--- config.mk ---
export PLATFORM = sky130hd
export DESIGN_NAME = pll_reseq
export DESIGN_NICKNAME = d
export VERILOG_FILES = /design/src/rtl/pll_reseq_pkg.sv /design/src/rtl/pll_reseq_tick.sv /design/src/rtl/pll_reseq_wait.sv /design/src/rtl/pll_reseq_ctrl.sv /design/src/rtl/pll_reseq.sv
export SDC_FILE = /design/constraint.sdc
export NUM_CORES = 1
export LEC_CHECK = 0
export BUFFER_PORTS_ARGS = -buffer_cell sky130_fd_sc_hd__buf_4
export CELL_PAD_IN_SITES_DETAIL_PLACEMENT = 0
export CELL_PAD_IN_SITES_GLOBAL_PLACEMENT = 1
export CORE_MARGIN = 2
export CORE_UTILIZATION = 44
export DETAILED_ROUTE_END_ITERATION = 10
export PLACE_DENSITY = 0.86
export RECOVER_POWER = 100
export SYNTH_ARGS = -nofsm -noshare
export SYNTH_HDL_FRONTEND = slang
export SYNTH_SLANG_ARGS = --single-unit
--- constraint.sdc ---
create_clock -name clk -period 6.3 [get_ports clk]
set_clock_uncertainty 0.1 [all_clocks]
set_input_delay 0.63 -clock clk [delete_from_list [all_inputs] [get_ports clk]]
set_output_delay 0.63 -clock clk [all_outputs]
set_load 0.03 [all_outputs]
--- src/rtl/pll_reseq_pkg.sv ---
package pll_reseq_pkg;

   typedef enum logic [2:0] {
      ST_IDLE   = 3'd0,
      ST_SETTLE = 3'd1,
      ST_HOLD   = 3'd2,
      ST_LOCK   = 3'd3,
      ST_OFF    = 3'd4
   } seq_state_t;

   localparam logic OP_REPROG = 1'b0;
   localparam logic OP_PWRDN  = 1'b1;

   function automatic int ceil_div(input int num, input int den);
      return (num + den - 1) / den;
   endfunction

   function automatic int max3(input int a, input int b, input int c);
      int m;
      m = (a > b) ? a : b;
      return (m > c) ? m : c;
   endfunction

endpackage

--- src/rtl/pll_reseq_tick.sv ---
module pll_reseq_tick #(
   parameter int CYC_PER_US = 25
) (
   input  logic clk,
   input  logic rst,
   input  logic clr,
   output logic tick
);

   generate
      if (CYC_PER_US <= 1) begin : g_every_cycle
         logic unused_tick_in;
         assign unused_tick_in = ^{clk, rst, clr};
         assign tick = 1'b1;
      end else begin : g_prescale
         localparam int PW = $clog2(CYC_PER_US);
         localparam logic [PW-1:0] LAST = PW'(CYC_PER_US - 1);
         logic [PW-1:0] pre_q;

         always_ff @(posedge clk) begin
            if (rst || clr) begin
               pre_q <= '0;
            end else if (pre_q == LAST) begin
               pre_q <= '0;
            end else begin
               pre_q <= pre_q + 1'b1;
            end
         end

         assign tick = (pre_q == LAST);
      end
   endgenerate

endmodule

--- src/rtl/pll_reseq_wait.sv ---
module pll_reseq_wait #(
   parameter int CW = 13
) (
   input  logic          clk,
   input  logic          rst,
   input  logic          ld,
   input  logic [CW-1:0] ld_val,
   input  logic          en,
   output logic          zero
);

   logic [CW-1:0] cnt_q;

   always_ff @(posedge clk) begin
      if (rst) begin
         cnt_q <= '0;
      end else if (ld) begin
         cnt_q <= ld_val;
      end else if (en && (cnt_q != '0)) begin
         cnt_q <= cnt_q - 1'b1;
      end
   end

   assign zero = (cnt_q == '0);

endmodule

--- src/rtl/pll_reseq_ctrl.sv ---
module pll_reseq_ctrl
   import pll_reseq_pkg::*;
#(
   parameter int PRE_W      = 5,
   parameter int MUL_W      = 8,
   parameter int POST_W     = 5,
   parameter int CW         = 13,
   parameter int SETTLE_CYC = 4,
   parameter int HOLD_US    = 5,
   parameter int LOCK_CYC   = 8000
) (
   input  logic              clk,
   input  logic              rst,
   input  logic              req_go,
   input  logic              req_op,
   input  logic [PRE_W-1:0]  req_pre,
   input  logic [MUL_W-1:0]  req_mul,
   input  logic [POST_W-1:0] req_post,
   input  logic              tick,
   input  logic              w_zero,
   output logic              w_ld,
   output logic [CW-1:0]     w_val,
   output logic              w_en,
   output logic              t_clr,
   output logic              sel_ref,
   output logic              pll_reset,
   output logic              pll_pwrdn,
   output logic [PRE_W-1:0]  div_pre,
   output logic [MUL_W-1:0]  div_mult,
   output logic [POST_W-1:0] div_post,
   output logic              busy,
   output logic              done
);

   localparam logic [CW-1:0] SETTLE_LD = CW'(SETTLE_CYC - 1);
   localparam logic [CW-1:0] HOLD_LD   = CW'(HOLD_US - 1);
   localparam logic [CW-1:0] LOCK_LD   = CW'(LOCK_CYC - 1);

   seq_state_t        state_q;
   logic              pd_op_q;
   logic [PRE_W-1:0]  pend_pre_q;
   logic [MUL_W-1:0]  pend_mul_q;
   logic [POST_W-1:0] pend_post_q;

   logic accept_idle, accept_off, enter_hold, leave_hold, leave_lock, leave_settle;

   always_comb begin
      accept_idle  = (state_q == ST_IDLE) && req_go;
      accept_off   = (state_q == ST_OFF) && req_go && (req_op == OP_REPROG);
      leave_settle = (state_q == ST_SETTLE) && w_zero;
      enter_hold   = leave_settle && !pd_op_q;
      leave_hold   = (state_q == ST_HOLD) && tick && w_zero;
      leave_lock   = (state_q == ST_LOCK) && w_zero;
   end

   always_comb begin
      w_ld  = 1'b0;
      w_val = '0;
      if (accept_idle || accept_off) begin
         w_ld  = 1'b1;
         w_val = SETTLE_LD;
      end else if (enter_hold) begin
         w_ld  = 1'b1;
         w_val = HOLD_LD;
      end else if (leave_hold) begin
         w_ld  = 1'b1;
         w_val = LOCK_LD;
      end
      w_en  = (state_q == ST_HOLD) ? tick : 1'b1;
      t_clr = enter_hold;
   end

   always_ff @(posedge clk) begin
      if (rst) begin
         state_q     <= ST_IDLE;
         pd_op_q     <= 1'b0;
         sel_ref     <= 1'b1;
         pll_reset   <= 1'b1;
         pll_pwrdn   <= 1'b0;
         done        <= 1'b0;
         div_pre     <= '0;
         div_mult    <= '0;
         div_post    <= '0;
         pend_pre_q  <= '0;
         pend_mul_q  <= '0;
         pend_post_q <= '0;
      end else begin
         done <= 1'b0;
         if (accept_idle || accept_off) begin
            pend_pre_q  <= req_pre;
            pend_mul_q  <= req_mul;
            pend_post_q <= req_post;
         end
         unique case (state_q)
            ST_IDLE: begin
               if (accept_idle) begin
                  sel_ref <= 1'b1;
                  pd_op_q <= req_op;
                  state_q <= ST_SETTLE;
               end
            end
            ST_OFF: begin
               if (accept_off) begin
                  pll_pwrdn <= 1'b0;
                  pd_op_q   <= OP_REPROG;
                  state_q   <= ST_SETTLE;
               end
            end
            ST_SETTLE: begin
               if (leave_settle) begin
                  if (pd_op_q) begin
                     pll_pwrdn <= 1'b1;
                     done      <= 1'b1;
                     state_q   <= ST_OFF;
                  end else begin
                     pll_reset <= 1'b1;
                     div_pre   <= pend_pre_q;
                     div_mult  <= pend_mul_q;
                     div_post  <= pend_post_q;
                     state_q   <= ST_HOLD;
                  end
               end
            end
            ST_HOLD: begin
               if (leave_hold) begin
                  pll_reset <= 1'b0;
                  state_q   <= ST_LOCK;
               end
            end
            ST_LOCK: begin
               if (leave_lock) begin
                  sel_ref <= 1'b0;
                  done    <= 1'b1;
                  state_q <= ST_IDLE;
               end
            end
            default: state_q <= ST_IDLE;
         endcase
      end
   end

   assign busy = (state_q == ST_SETTLE) || (state_q == ST_HOLD) || (state_q == ST_LOCK);

endmodule

--- src/rtl/pll_reseq.sv ---
module pll_reseq
   import pll_reseq_pkg::*;
#(
   parameter int PRE_W      = 5,
   parameter int MUL_W      = 8,
   parameter int POST_W     = 5,
   parameter int REF_KHZ    = 25000,
   parameter int HOLD_US    = 5,
   parameter int SETTLE_CYC = 4,
   parameter int LOCK_CYC   = 8000
) (
   input  logic              clk,
   input  logic              rst,
   input  logic              req_go,
   input  logic              req_op,
   input  logic [PRE_W-1:0]  req_pre,
   input  logic [MUL_W-1:0]  req_mul,
   input  logic [POST_W-1:0] req_post,
   output logic              sel_ref,
   output logic              pll_reset,
   output logic              pll_pwrdn,
   output logic [PRE_W-1:0]  div_pre,
   output logic [MUL_W-1:0]  div_mult,
   output logic [POST_W-1:0] div_post,
   output logic              busy,
   output logic              done
);

   localparam int CYC_PER_US = ceil_div(REF_KHZ, 1000);
   localparam int HOLD_CYC   = HOLD_US * CYC_PER_US;
   localparam int CW         = $clog2(max3(SETTLE_CYC, HOLD_US, LOCK_CYC) + 1);

   generate
      if (SETTLE_CYC < 4) begin : g_bad_settle
         $error("pll_reseq: SETTLE_CYC must be at least 4");
      end
      if (HOLD_US < 5) begin : g_bad_hold
         $error("pll_reseq: HOLD_US must be at least 5");
      end
      if (LOCK_CYC < 1) begin : g_bad_lock
         $error("pll_reseq: LOCK_CYC must be positive");
      end
      if (REF_KHZ < 1) begin : g_bad_freq
         $error("pll_reseq: REF_KHZ must be positive");
      end
      if ((PRE_W < 1) || (MUL_W < 1) || (POST_W < 1)) begin : g_bad_width
         $error("pll_reseq: ratio widths must be positive");
      end
   endgenerate

   logic          tick, t_clr, w_ld, w_en, w_zero;
   logic [CW-1:0] w_val;

   pll_reseq_tick #(
      .CYC_PER_US (CYC_PER_US)
   ) u_tick (
      .clk  (clk),
      .rst  (rst),
      .clr  (t_clr),
      .tick (tick)
   );

   pll_reseq_wait #(
      .CW (CW)
   ) u_wait (
      .clk    (clk),
      .rst    (rst),
      .ld     (w_ld),
      .ld_val (w_val),
      .en     (w_en),
      .zero   (w_zero)
   );

   pll_reseq_ctrl #(
      .PRE_W      (PRE_W),
      .MUL_W      (MUL_W),
      .POST_W     (POST_W),
      .CW         (CW),
      .SETTLE_CYC (SETTLE_CYC),
      .HOLD_US    (HOLD_US),
      .LOCK_CYC   (LOCK_CYC)
   ) u_ctrl (
      .clk       (clk),
      .rst       (rst),
      .req_go    (req_go),
      .req_op    (req_op),
      .req_pre   (req_pre),
      .req_mul   (req_mul),
      .req_post  (req_post),
      .tick      (tick),
      .w_zero    (w_zero),
      .w_ld      (w_ld),
      .w_val     (w_val),
      .w_en      (w_en),
      .t_clr     (t_clr),
      .sel_ref   (sel_ref),
      .pll_reset (pll_reset),
      .pll_pwrdn (pll_pwrdn),
      .div_pre   (div_pre),
      .div_mult  (div_mult),
      .div_post  (div_post),
      .busy      (busy),
      .done      (done)
   );

endmodule

# --- Word-level counts from Yosys, hierarchy flattened ---
# Index checks and enable logic that the tools add are counted.
word_totals:
  reg_bits: 62
  latchBits: 0
  in_bits: 22
  wordCells: 92
  memories: 0
  output_inout_bits: 23
  ram_bits: 0
  mem_bits_ro: 0
op_classes:
  eq_ne: 12
  div: 0
  add_sub_neg: 2
  mul: 0
  magnitude_cmp: 0
  n_reduce_logical: 29
  shift: 0
  bitwise: 2
  muxes: 33
op_table:
  columns: ["operator", "n"]
  rows:
  - ["13-bit two-way mux", 5]
  - ["3-bit two-way mux", 6]
  - ["1-bit two-way mux", 16]
  - ["3-bit case mux with 5 select lines", 1]
  - ["13-bit logical NOT", 1]
  - ["13-bit nonzero test", 1]
  - ["13-bit by 1-bit subtractor with 13-bit output, second input constant", 1]
  - ["2-bit by 1-bit inequality test with 1-bit output, second input constant", 6]
  - ["1-bit case mux with 2 select lines", 5]
  - ["2-bit nonzero test", 5]
  - ["1-bit logical AND", 9]
  - ["3-bit AND reduction", 3]
  - ["4-bit AND reduction", 2]
  - ["3-bit by 2-bit equality test with 1-bit output, second input constant", 2]
  - ["5-bit by 1-bit adder with 5-bit output, second input constant", 1]
  - ["5-bit equality test, second input constant", 1]
  - ["5-bit AND reduction", 1]
  - ["1-bit logical OR", 4]
  - ["3-bit by 1-bit equality test with 1-bit output, second input constant", 1]
  - ["3-bit equality test, second input constant", 1]
  - ["3-bit logical NOT", 1]
  - ["2-bit inequality test, second input constant", 1]
  - ["1-bit NOT", 2]
  - ["2-bit OR reduction", 1]
  - ["1-bit logical NOT", 1]

# --- Longest topological paths before layout ---
# Gate-level depths: netlist of run 1.
depth:
  word_depth: 7
  mapped_depth: 9
  ltp_nobuf: 7

# --- Modules after synthesis ---
# A second synthesis of run 1 with hierarchy kept.
unflattened:
  cells_unflattened: 316
  hier_area_um2: 3005.4
modules_own_cells:
  columns: ["module", "seq_area_each_um2", "area_each_um2", "cells_each", "n_inst"]
  rows:
  - ["pll_reseq_ctrl", 880.8, 1959.4, 194, 1]
  - ["pll_reseq_wait", 260.2, 833.3, 100, 1]
  - ["pll_reseq_tick", 100.1, 212.7, 22, 1]

# --- Worst setup path after synthesis of run 1 ---
# No wires, ideal clock.
synth_path:
  path_kind: "register -> register"
  start: "register u_wait.cnt_q[0]"
  end: "register u_wait.cnt_q[10]"
  stages_incl_launch_ff: 9
  arrival_time_ns: 1.850
  period_less_slack_ns: 2.077
  setup_time_ns: 0.127
  n_path_buf: 1
  slack_ns: 4.223
  required_time_ns: 6.073
  cell_sequence: "dfxtp_1 -> inv_1 -> ha_1 -> nor4b_4 -> and4_1 -> buf_2 -> nor4_4 -> a2111oi_0 -> or3_1"
synth_via:
  elab_chain_len: 6
  elab_cells_between_ends: 16
  classes_between: "add/sub (1); mux (8); reduce/logical (7)"
synth_lines:
  columns: ["element", "line", "rtl"]
  rows:
  - ["start, declared", "pll_reseq_wait.sv:12", "logic [CW-1:0] cnt_q;"]
  - ["start signal, assigned", "pll_reseq_wait.sv:18", "cnt_q <= ld_val;"]
  - ["start signal, assigned", "pll_reseq_wait.sv:20", "cnt_q <= cnt_q - 1'b1;"]
  - ["parallel branches: the longest is 6 deep, another holds 13-bit by 1-bit subtractor with 13-bit output", null, null]
# Parallel ways; which one is timed is not known. The select of a mux whose other input is x is not followed.
# A chain may end at the register's enable or synchronous reset.

# --- Final worst setup path of run 1 ---
layout_path:
  start: "register u_wait.cnt_q[4]"
  end: "register u_wait.cnt_q[10]"
# Same word-level chain as after synthesis.

==> results of run 1 <==
## critical path, delay by kind of cell, from the launching register on
kind,cells,cell delay (ns)
simple gates,3,2.65
compound gates,2,0.36
flops,1,0.35
## stage by stage
| step | total power [µW] | setup WS, ns |
|---|---|---|
| final | 1310 | 2.72 |
| after global routing | 1390 | 2.39 |
| after CTS | 1340 | 3.55 |
| after detailed placement | 1040 | 3.40 |
| after global placement | 1030 | 3.46 |
| after floorplan | 932 | 4.22 |
## layout by cell type, fill, tap and decap left out, drive strengths merged, types with 4 or more instances in the layout
cell type,count
nor4,5
or3,4
a31oi,4
clkbuf,33
ha,4
clkinv,4
a21oi,53
o221a,6
dfxtp,62
nor3,7
nand2,80
nand3,5
nor2,22
buf,21
inv,11
## worst paths after layout
| path | startpoint | endpoint | slack, ns |
|---|---|---|---|
| worst max-delay path | u_wait.cnt_q[4] | u_wait.cnt_q[10] | 2.72 |
| worst max register to register | u_wait.cnt_q[4] | u_wait.cnt_q[10] | 2.72 |
| worst min register to register | u_ctrl.div_post[3] | u_ctrl.div_post[3] | 0.35 |
| worst min-delay path | u_ctrl.div_post[3] | u_ctrl.div_post[3] | 0.35 |
## sequential cells by signal (all words and copies together), names as in the netlist
register and flops:
u_ctrl.state_q 3, u_ctrl.div_pre 5, u_ctrl.done 1, u_ctrl.pend_post_q 5, u_tick.g_prescale.pre_q 5, u_ctrl.pd_op_q 1, u_ctrl.div_mult 8, u_ctrl.sel_ref 1
u_ctrl.div_post 5, u_wait.cnt_q 13, u_ctrl.pend_pre_q 5, u_ctrl.pll_pwrdn 1, u_ctrl.pll_reset 1, u_ctrl.pend_mul_q 8
## layer usage
metal,up-vias,global-route usage (%),wire length (µm)
li1,1214,-,-
met1,1072,25.3,2960
met2,54,29.7,2770
met3,11,4.02,288
met4,0,9.51,127
met5,-,0,0
## logic make-up after synthesis
kind of cell             Yosys count  share of synthesized area, %
XOR/XNOR                           5                          1.61
buffers and inverters             29                          4.54
AO/OA/AOI/OAI                     82                          18.7
AND/OR/NAND/NOR                  145                          27.8
flip-flops                        62                          45.5
adder cells (fa/ha/maj)            4                          1.83
## power by group
group	switching, µW	leakage, µW	total [µW]	internal [µW]
registers	71.2	0.000506	522	450
logic	295	0.000552	488	193
clock network	156	0.0000820	297	141
## final cells by class
cell class | count | area share (%)
flip-flops and latches | 62 | 39.9
well taps | 75 | 3.01
clock inverters | 6 | 1.25
clock buffers | 10 | 4.10
inverters | 11 | 1.33
repair buffers | 44 | 7.84
multi-input cells | 236 | 42.6
==> results.md, run 1 <==
- Outcome: finished with violations
- Failing checks: max-capacitance violations, max-slew violations
- Rows: 28
- Power Dens Cells: 420 mW/mm²
- ANT nets after route: 0
- Clock period minus worst slack: 3.58 ns
- Final #Nets: 390
- Placed cell areas: 0.00307 mm²
- Cell area after layout: 0.00311 mm²
- Period utilisation layout: 56.9%
- Crit path max fanout: 10
- Drt pass-1 iters: 4
- Die width: 82.7 µm
- Die area: 0.00685 mm²
- Via density: 5.30
- Most common cell in the netlist: nand2_1
- Area fraction of the dominant cell type after synthesis: 45.5%
- CTS tree: yes
- Setup bufs post-CTS: 0
- Cell Area, Synth: 0.00273 mm²
- Bufs on Longest Clock Path: 2
- HPWL after DPL: 4.01 mm
- Pins Over Slew Limit: 32
- Worst EP required: 6.42 ns
- Most used cell, CP: nor4_1
- Register area: 0.00124 mm²
- Slew @ Worst Pin: 1.56 ns
- Vias in the first global route: 2,215
- Post-synth ARST share: 0%
- Grt ovf: 0
- Worst hold slack: 0.350 ns
- Slew margin rel.: -5.02%
- Maximum VDD drop: 162 µV
- Core area: 0.00596 mm²
- Clk pin slew, worst setup/hold paths: 0.07 ns
- Net Count, Synth: 353
- Worst setup SP type: register
- # DRC: 0
- RSZ-0062 raised after global routing: no
- Fin. Hold Viols: 0
- Top cells by area, synth: dfxtp_1 (46%), nand2_1 (11%), a21oi_1 (9.7%)
- CP peak stage delay: 1.22 ns
- Synthesis-to-finish area growth: 14.1%
- Gpl congestion: 0.845
- Slowest-stage cell, CP: nor4_1
- Ys Warns: 0
- Avg Cell Area, Syn: 8.34 µm²
- Number of antenna violations at the first check in global routing: 0
- Clk sinks: 62
- H-tree depth: 3
- Setup-failing EPs final: 0
- Total number of vias: 2,351
- Number of synthesized flops with an enable pin: 0
- Unique masters post-synth: 47
- Seq/Total Area, Yosys: 45.5%
- Hold Crit Class: reg -> reg
- Pleak: 0.00114 µW
- Finished Layout Cells: 444
- # diodes: 0
- DP Cell Count: 428
- Multi-input logic area: 0.00133 mm²
- Routed WL per cell: 13.8 µm
- WHS Path Cells: 2
- Num CTS Buffers: 9
- Mapped Cells: 327
- GRT Overall Usage: 19.2%
- # port buffers: 44
- Crit. End Element: register
- Final Util: 52.3%
- PostCTS Resize Cnt: 0
- First-pass GRT wire length: 9.95 mm
- CP Class: reg -> reg
- Synth area leader: dfxtp_1
- Routed wire length: 6.14 mm
- Critical path arrival: 3.70 ns
- R2R cell count: 5
- Synth cell count leaders: nand2_1 (80), dfxtp_1 (62), a21oi_1 (53)
- Worst-Skew Late Latency: 0.34 ns
- Yosys reg bits: 62
- DRT iter0 DRCs: 101
- Cts hold-fix bufs: 0
- Layout cells sized above 1: 13.6%
- Max capacitance violation total: 2
- Starting density of the core: 45.8%
- Ports: 45
- Synth Flop Type: dfxtp_1
- Largest net degree at the start of global routing: 52
- CTS root buf: clkbuf_8
- Max Freq: 279 MHz
- Fill count: 635
- Cell Chain, Critical Path: nor4_1 -> a31oi_1 -> nor4_1 -> a2111oi_0 -> or3_1
- Chip height: 82.7 µm
- Sum Neg Setup Slack: 0 ns
(Power assumes the default switching activity.)
==> run 2, diff against run 1 <==
CORE_UTILIZATION = 37   (was 44)
PLACE_DENSITY = 0.77   (was 0.86)
clock period = 3.1 ns   (was 6.3 ns; I/O delays follow)
==> results.md, run 2 (synthesis gave the netlist of run 1 again) <==
- Largest register FFs: 13 (unchanged)
- Sum Neg Setup Slack: 0 ns (unchanged)
- Layout cells sized above 1: 14.7% (+1.2 points)
- Grt ovf: 0 (unchanged)
- Register area: 0.00124 mm² (unchanged)
- DP Cell Count: 456 (+6.5%)
- Crit path max fanout: 14 (+4)
- Worst hold slack: 0.0959 ns (-0.254 ns)
- Routed wire length: 6.48 mm (+5.5%)
- Finished Layout Cells: 472 (+6.3%)
- Clk pin slew, worst setup/hold paths: 0.08 ns (about the same)
- H-tree depth: 3 (unchanged)
- Outcome: completed
- Clock period minus worst slack: 2.73 ns (-0.852 ns)
- Pins Over Slew Limit: 0 (-100%)
- Worst EP required: 3.23 ns (-3.19 ns)
- Rows: 31 (+11%)
- Bufs on Longest Clock Path: 2 (unchanged)
- ANT nets after route: 0 (unchanged)
- # DRC: 0 (unchanged)
- DRT iter0 DRCs: 145 (+44%)
- Maximum VDD drop: 280 µV (+73%)
- Hold Crit Class: in -> reg
- Total number of vias: 2,418 (+2.8%)
- Final #Nets: 394 (+1.0%)
- Setup bufs post-CTS: 0 (unchanged)
- Fill count: 788 (+24%)
- Core area: 0.00721 mm² (+21%)
- Fin. Hold Viols: 0 (unchanged)
- Max capacitance violation total: 0 (-2)
- Critical path arrival: 2.86 ns (-0.84 ns)
- Clk sinks: 62 (unchanged)
- Via density: 5.12 (-3.3%)
- Num CTS Buffers: 9 (unchanged)
- Drt pass-1 iters: 5 (+1)
- Cts hold-fix bufs: 0 (unchanged)
- Synthesis-to-finish area growth: 18.3%
- Period utilisation layout: 88.1% (+31 points)
- Crit. End Element: register
- Number of antenna violations at the first check in global routing: 0 (unchanged)
- Vias in the first global route: 2,305 (+4.1%)
- Slew margin rel.: 36.3% (+41 points)
- Die width: 89.9 µm (+8.6%)
- Pleak: 0.00118 µW (+3.2%)
- Routed WL per cell: 13.7 µm (-0.78%)
- Max Freq: 366 MHz (+31%)
- Reg with most FFs: u_wait.cnt_q
- Setup-failing EPs final: 0 (unchanged)
- Final WS setup: 0.368 ns (-2.35 ns)
- CTS root buf: clkbuf_8
- Ports: 45 (unchanged)
- Chip height: 89.9 µm (+8.6%)
- Power Dens Cells: 880 mW/mm² (+110%)
- Place WS: 0.685 ns (-2.72 ns)
- HPWL after DPL: 4.21 mm (+5.2%)
- Starting density of the core: 37.8% (-8.0 points)
- Top flop regs: u_wait.cnt_q: 13 flops, u_ctrl.div_mult: 8 flops, u_ctrl.pend_mul_q: 8 flops
- Worst setup SP type: register
- Worst-Skew Late Latency: 0.35 ns (about the same)
- GRT Overall Usage: 17.2% (-2.0 points)
- Most common cell after layout, fill and taps aside: nand2_1
- RSZ-0062 raised after global routing: no
- PostCTS Resize Cnt: 0 (unchanged)
- Largest net degree at the start of global routing: 52 (unchanged)
- # diodes: 0 (unchanged)
- Commonest cells after routing, fill and taps aside: nand2_1 (80), dfxtp_1 (62), a21oi_1 (53)
- Die area: 0.00807 mm² (+18%)
- Multi-input logic area: 0.00134 mm² (+1.1%)
- Gpl congestion: 0.816 (-3.4%)
- # port buffers: 44 (unchanged)
- CTS tree: yes
- Slew @ Worst Pin: 0.948 ns (-0.613 ns)
- First-pass GRT wire length: 11.2 mm (+12%)
- CP Class: reg -> reg
==> run 2: cell types whose count changed in the layout (fill, tap and decap cells not counted), sizes merged <==
cell / previous run / this run
bufinv: 0 / 1
clkbuf: 33 / 34
clkinv: 4 / 3
buf: 21 / 24
==> run 2: final timing paths <==
| check | slack [ns] | cells past startpoint | endpoint | startpoint |
|---|---|---|---|---|
| worst max-delay path | 0.37 | 5 | u_wait.cnt_q[10] | u_ctrl.state_q[2] |
| worst max register to register | 0.37 | 5 | u_wait.cnt_q[10] | u_ctrl.state_q[2] |
| worst min register to register | 0.35 | 2 | u_ctrl.div_mult[5] | u_ctrl.div_mult[5] |
| worst min-delay path | 0.1 | 3 | u_ctrl.pend_post_q[4] | req_post[4] |
==> run 2: power by group <==
part | internal, µW | leakage (µW) | switching [µW]
clock network | 397 | 0.0000987 | 345
registers | 915 | 0.000506 | 154
logic | 417 | 0.000572 | 613
==> run 2: metrics by stage <==
stage | power (µW) | cell area (µm²) | util [%]
floorplan | 1890 | 2730 | -
global placement | 2130 | 3130 | 43.4
detailed placement | 2140 | 3130 | 43.4
CTS | 2890 | 3340 | 46.3
global route | 3030 | 3230 | 44.7
finish | 2840 | 3230 | 44.7
==> run 2: cell type report <==
type	instances	share of cell area [%]
multi-input combinational	236	41.6
timing repair buffer	48	8.38
clock buffer	10	4.27
tap	99	3.84
sequential	62	38.5
inverter	11	1.28
clock inverter	6	2.21
==> run 2: routing by layer <==
layer | GRT usage, % | up-vias | part of all wire (%)
met1 | 22.8 | 1148 | 48
li1 | - | 1215 | -
met3 | 2.68 | 12 | 3.0
met4 | 9.36 | 0 | 2.4
met2 | 27.0 | 43 | 46
met5 | 0 | - | 0
==> run 2: critical path, stage by stage (launching register included) <==
cell	delay, ns
dfxtp_1	0.61
nor4b_1	0.19
and4_1	0.36
nor4_2	0.82
a2111oi_0	0.16
or3_1	0.38
==> run 3, diff against run 2 <==
GPL_TIMING_DRIVEN = 0   (was default)
==> results.md, run 3 (synthesis gave the netlist of run 1 again) <==
- Fill count: 788 (unchanged)
- ANT nets after route: 0 (unchanged)
- Pleak: 0.00120 µW (+2.2%)
- Clock period minus worst slack: 2.58 ns (-0.151 ns)
- Maximum VDD drop: 319 µV (+14%)
- Drt pass-1 iters: 4 (-1)
- Worst EP required: 3.21 ns (-0.02 ns)
- Grt peak-use layer: met2
- Bufs on Longest Clock Path: 2 (unchanged)
- H-tree depth: 3 (unchanged)
- Largest net degree at the start of global routing: 12 (-77%)
- # diodes: 0 (unchanged)
- Total number of vias: 2,422 (+0.17%)
- Rows: 31 (unchanged)
- Vias in the first global route: 2,285 (-0.87%)
- Fin. Hold Viols: 0 (unchanged)
- # port buffers: 44 (unchanged)
- Period utilisation layout: 83.3% (-4.9 points)
- Final WS setup: 0.519 ns (+0.151 ns)
- Synthesis-to-finish area growth: 20.9%
- Core area: 0.00721 mm² (unchanged)
- Via density: 4.98 (-2.7%)
- Critical path arrival: 2.69 ns (-0.17 ns)
- Sum Neg Setup Slack: 0 ns (unchanged)
- Commonest cells after routing, fill and taps aside: nand2_1 (80), dfxtp_1 (62), a21oi_1 (53)
- RSZ-0062 raised after global routing: no
- Layout cells sized above 1: 14.5% (-0.28 points)
- Largest register FFs: 13 (unchanged)
- Hold Crit Class: in -> reg
- Clk sinks: 62 (unchanged)
- Die width: 89.9 µm (unchanged)
- Power Dens Cells: 884 mW/mm² (+0.40%)
- Starting density of the core: 37.8% (unchanged)
- Clk pin slew, worst setup/hold paths: 0.07 ns (about the same)
- Worst-Skew Late Latency: 0.34 ns (about the same)
- M3 GR Usage: 2.43% (-0.25 points)
- Outcome: completed
- Setup-failing EPs final: 0 (unchanged)
- Reg with most FFs: u_wait.cnt_q
- Top flop regs: u_wait.cnt_q: 13 flops, u_ctrl.div_mult: 8 flops, u_ctrl.pend_mul_q: 8 flops
- Final Power: 2910 µW (+2.6%)
- PostCTS Resize Cnt: 0 (unchanged)
- Ports: 45 (unchanged)
- CTS root buf: clkbuf_8
- Met2 GRT Util: 26.3% (-0.63 points)
- Die area: 0.00807 mm² (unchanged)
- Routed wire length: 6.68 mm (+3.1%)
- Place WS: 0.682 ns (-0.00316 ns)
- Most common cell after layout, fill and taps aside: nand2_1
- Crit. End Element: register
- Crit path max fanout: 10 (-4)
- Setup bufs post-CTS: 0 (unchanged)
- Number of antenna violations at the first check in global routing: 0 (unchanged)
- CP Class: reg -> reg
- HPWL after DPL: 4.56 mm (+8.1%)
- Final #Nets: 408 (+3.6%)
- First-pass GRT wire length: 10.8 mm (-3.3%)
- Slew @ Worst Pin: 0.669 ns (-0.279 ns)
- Max capacitance violation total: 0 (unchanged)
- Chip height: 89.9 µm (unchanged)
- Pins Over Slew Limit: 0 (unchanged)
- DRT iter0 DRCs: 87 (-40%)
- Worst setup SP type: register
- Routed WL per cell: 13.7 µm (+0.15%)
- Cts hold-fix bufs: 0 (unchanged)
- Slew margin rel.: 55.4% (+19 points)
- Gpl congestion: 0.775 (-5.0%)
- GRT Overall Usage: 16.6% (-0.62 points)
- Grt met1 use: 21.9% (-0.86 points)
- Num CTS Buffers: 9 (unchanged)
- # DRC: 0 (unchanged)
- CTS tree: yes
- Grt ovf: 0 (unchanged)
- Max Freq: 387 MHz (+5.8%)
==> run 3: cell types whose count changed in the layout (fill, tap and decap cells not counted), sizes merged <==
cell	previous run	this run
bufinv	1	2
clkbuf	34	48
clkinvlp	2	1
==> run 3: power breakdown <==
part / switching [µW] / total (µW) / internal (µW) / leakage [µW]
registers: 140 / 1060 / 915 / 0.000506
clock network: 331 / 783 / 451 / 0.000106
logic: 637 / 1080 / 439 / 0.000591
total: 1110 / 2910 / 1810 / 0.00120
==> run 3: worst paths after layout <==
kind	start	endpoint	slack (ns)	cells after the start
worst min-delay path	req_mul[6]	u_ctrl.pend_mul_q[6]	0.11	3
worst min register to register	u_ctrl.div_post[0]	u_ctrl.div_post[0]	0.35	2
worst max register to register	u_wait.cnt_q[0]	u_ctrl.div_post[1]	0.52	9
worst max-delay path	u_wait.cnt_q[0]	u_ctrl.div_post[1]	0.52	9
==> run 3: through the flow <==
| step | area, µm² | hold WS, ns | utilization (%) | cells |
|---|---|---|---|---|
| finish | 3300 | 0.112 | 45.7 | 486 |
| global route | 3300 | 0.110 | 45.7 | 486 |
| CTS | 3400 | 0.0969 | 47.1 | 486 |
| detailed placement | 3180 | 0.344 | 44.1 | 470 |
| global placement | 3180 | 0.339 | 44.1 | 470 |
| floorplan | 2730 | 0.330 | - | 327 |
==> run 3: worst max-delay path, cell delays in order, from the launching register on <==
cell and delay (ns):
dfxtp_1 0.33, inv_1 0.11, ha_1 0.16, nor4b_4 0.31, and3_2 0.24, clkbuf_1 0.33
nand2_1 0.34, clkbuf_1 0.33, nand2_1 0.14, a21oi_1 0.06
==> run 3: cell type report <==
type                            count  area, µm²  share of cell area [%]
Sequential cell                    62       1240                    37.6
Inverter                           11       41.3                    1.25
Clock buffer                       10        128                    3.87
Tap cell                           99        124                    3.76
Clock inverter                      6       86.3                    2.62
Multi-Input combinational cell    236       1360                    41.2
Buffer                             18       76.3                    2.31
Timing Repair Buffer               44        244                    7.40
==> run 3: metal layers <==
metal / vias to the layer above / part of all wire, %
li1: 1250 / -
met1: 1135 / 48
met2: 32 / 47
met3: 5 / 3.5
met4: 0 / 0.99
met5: - / 0
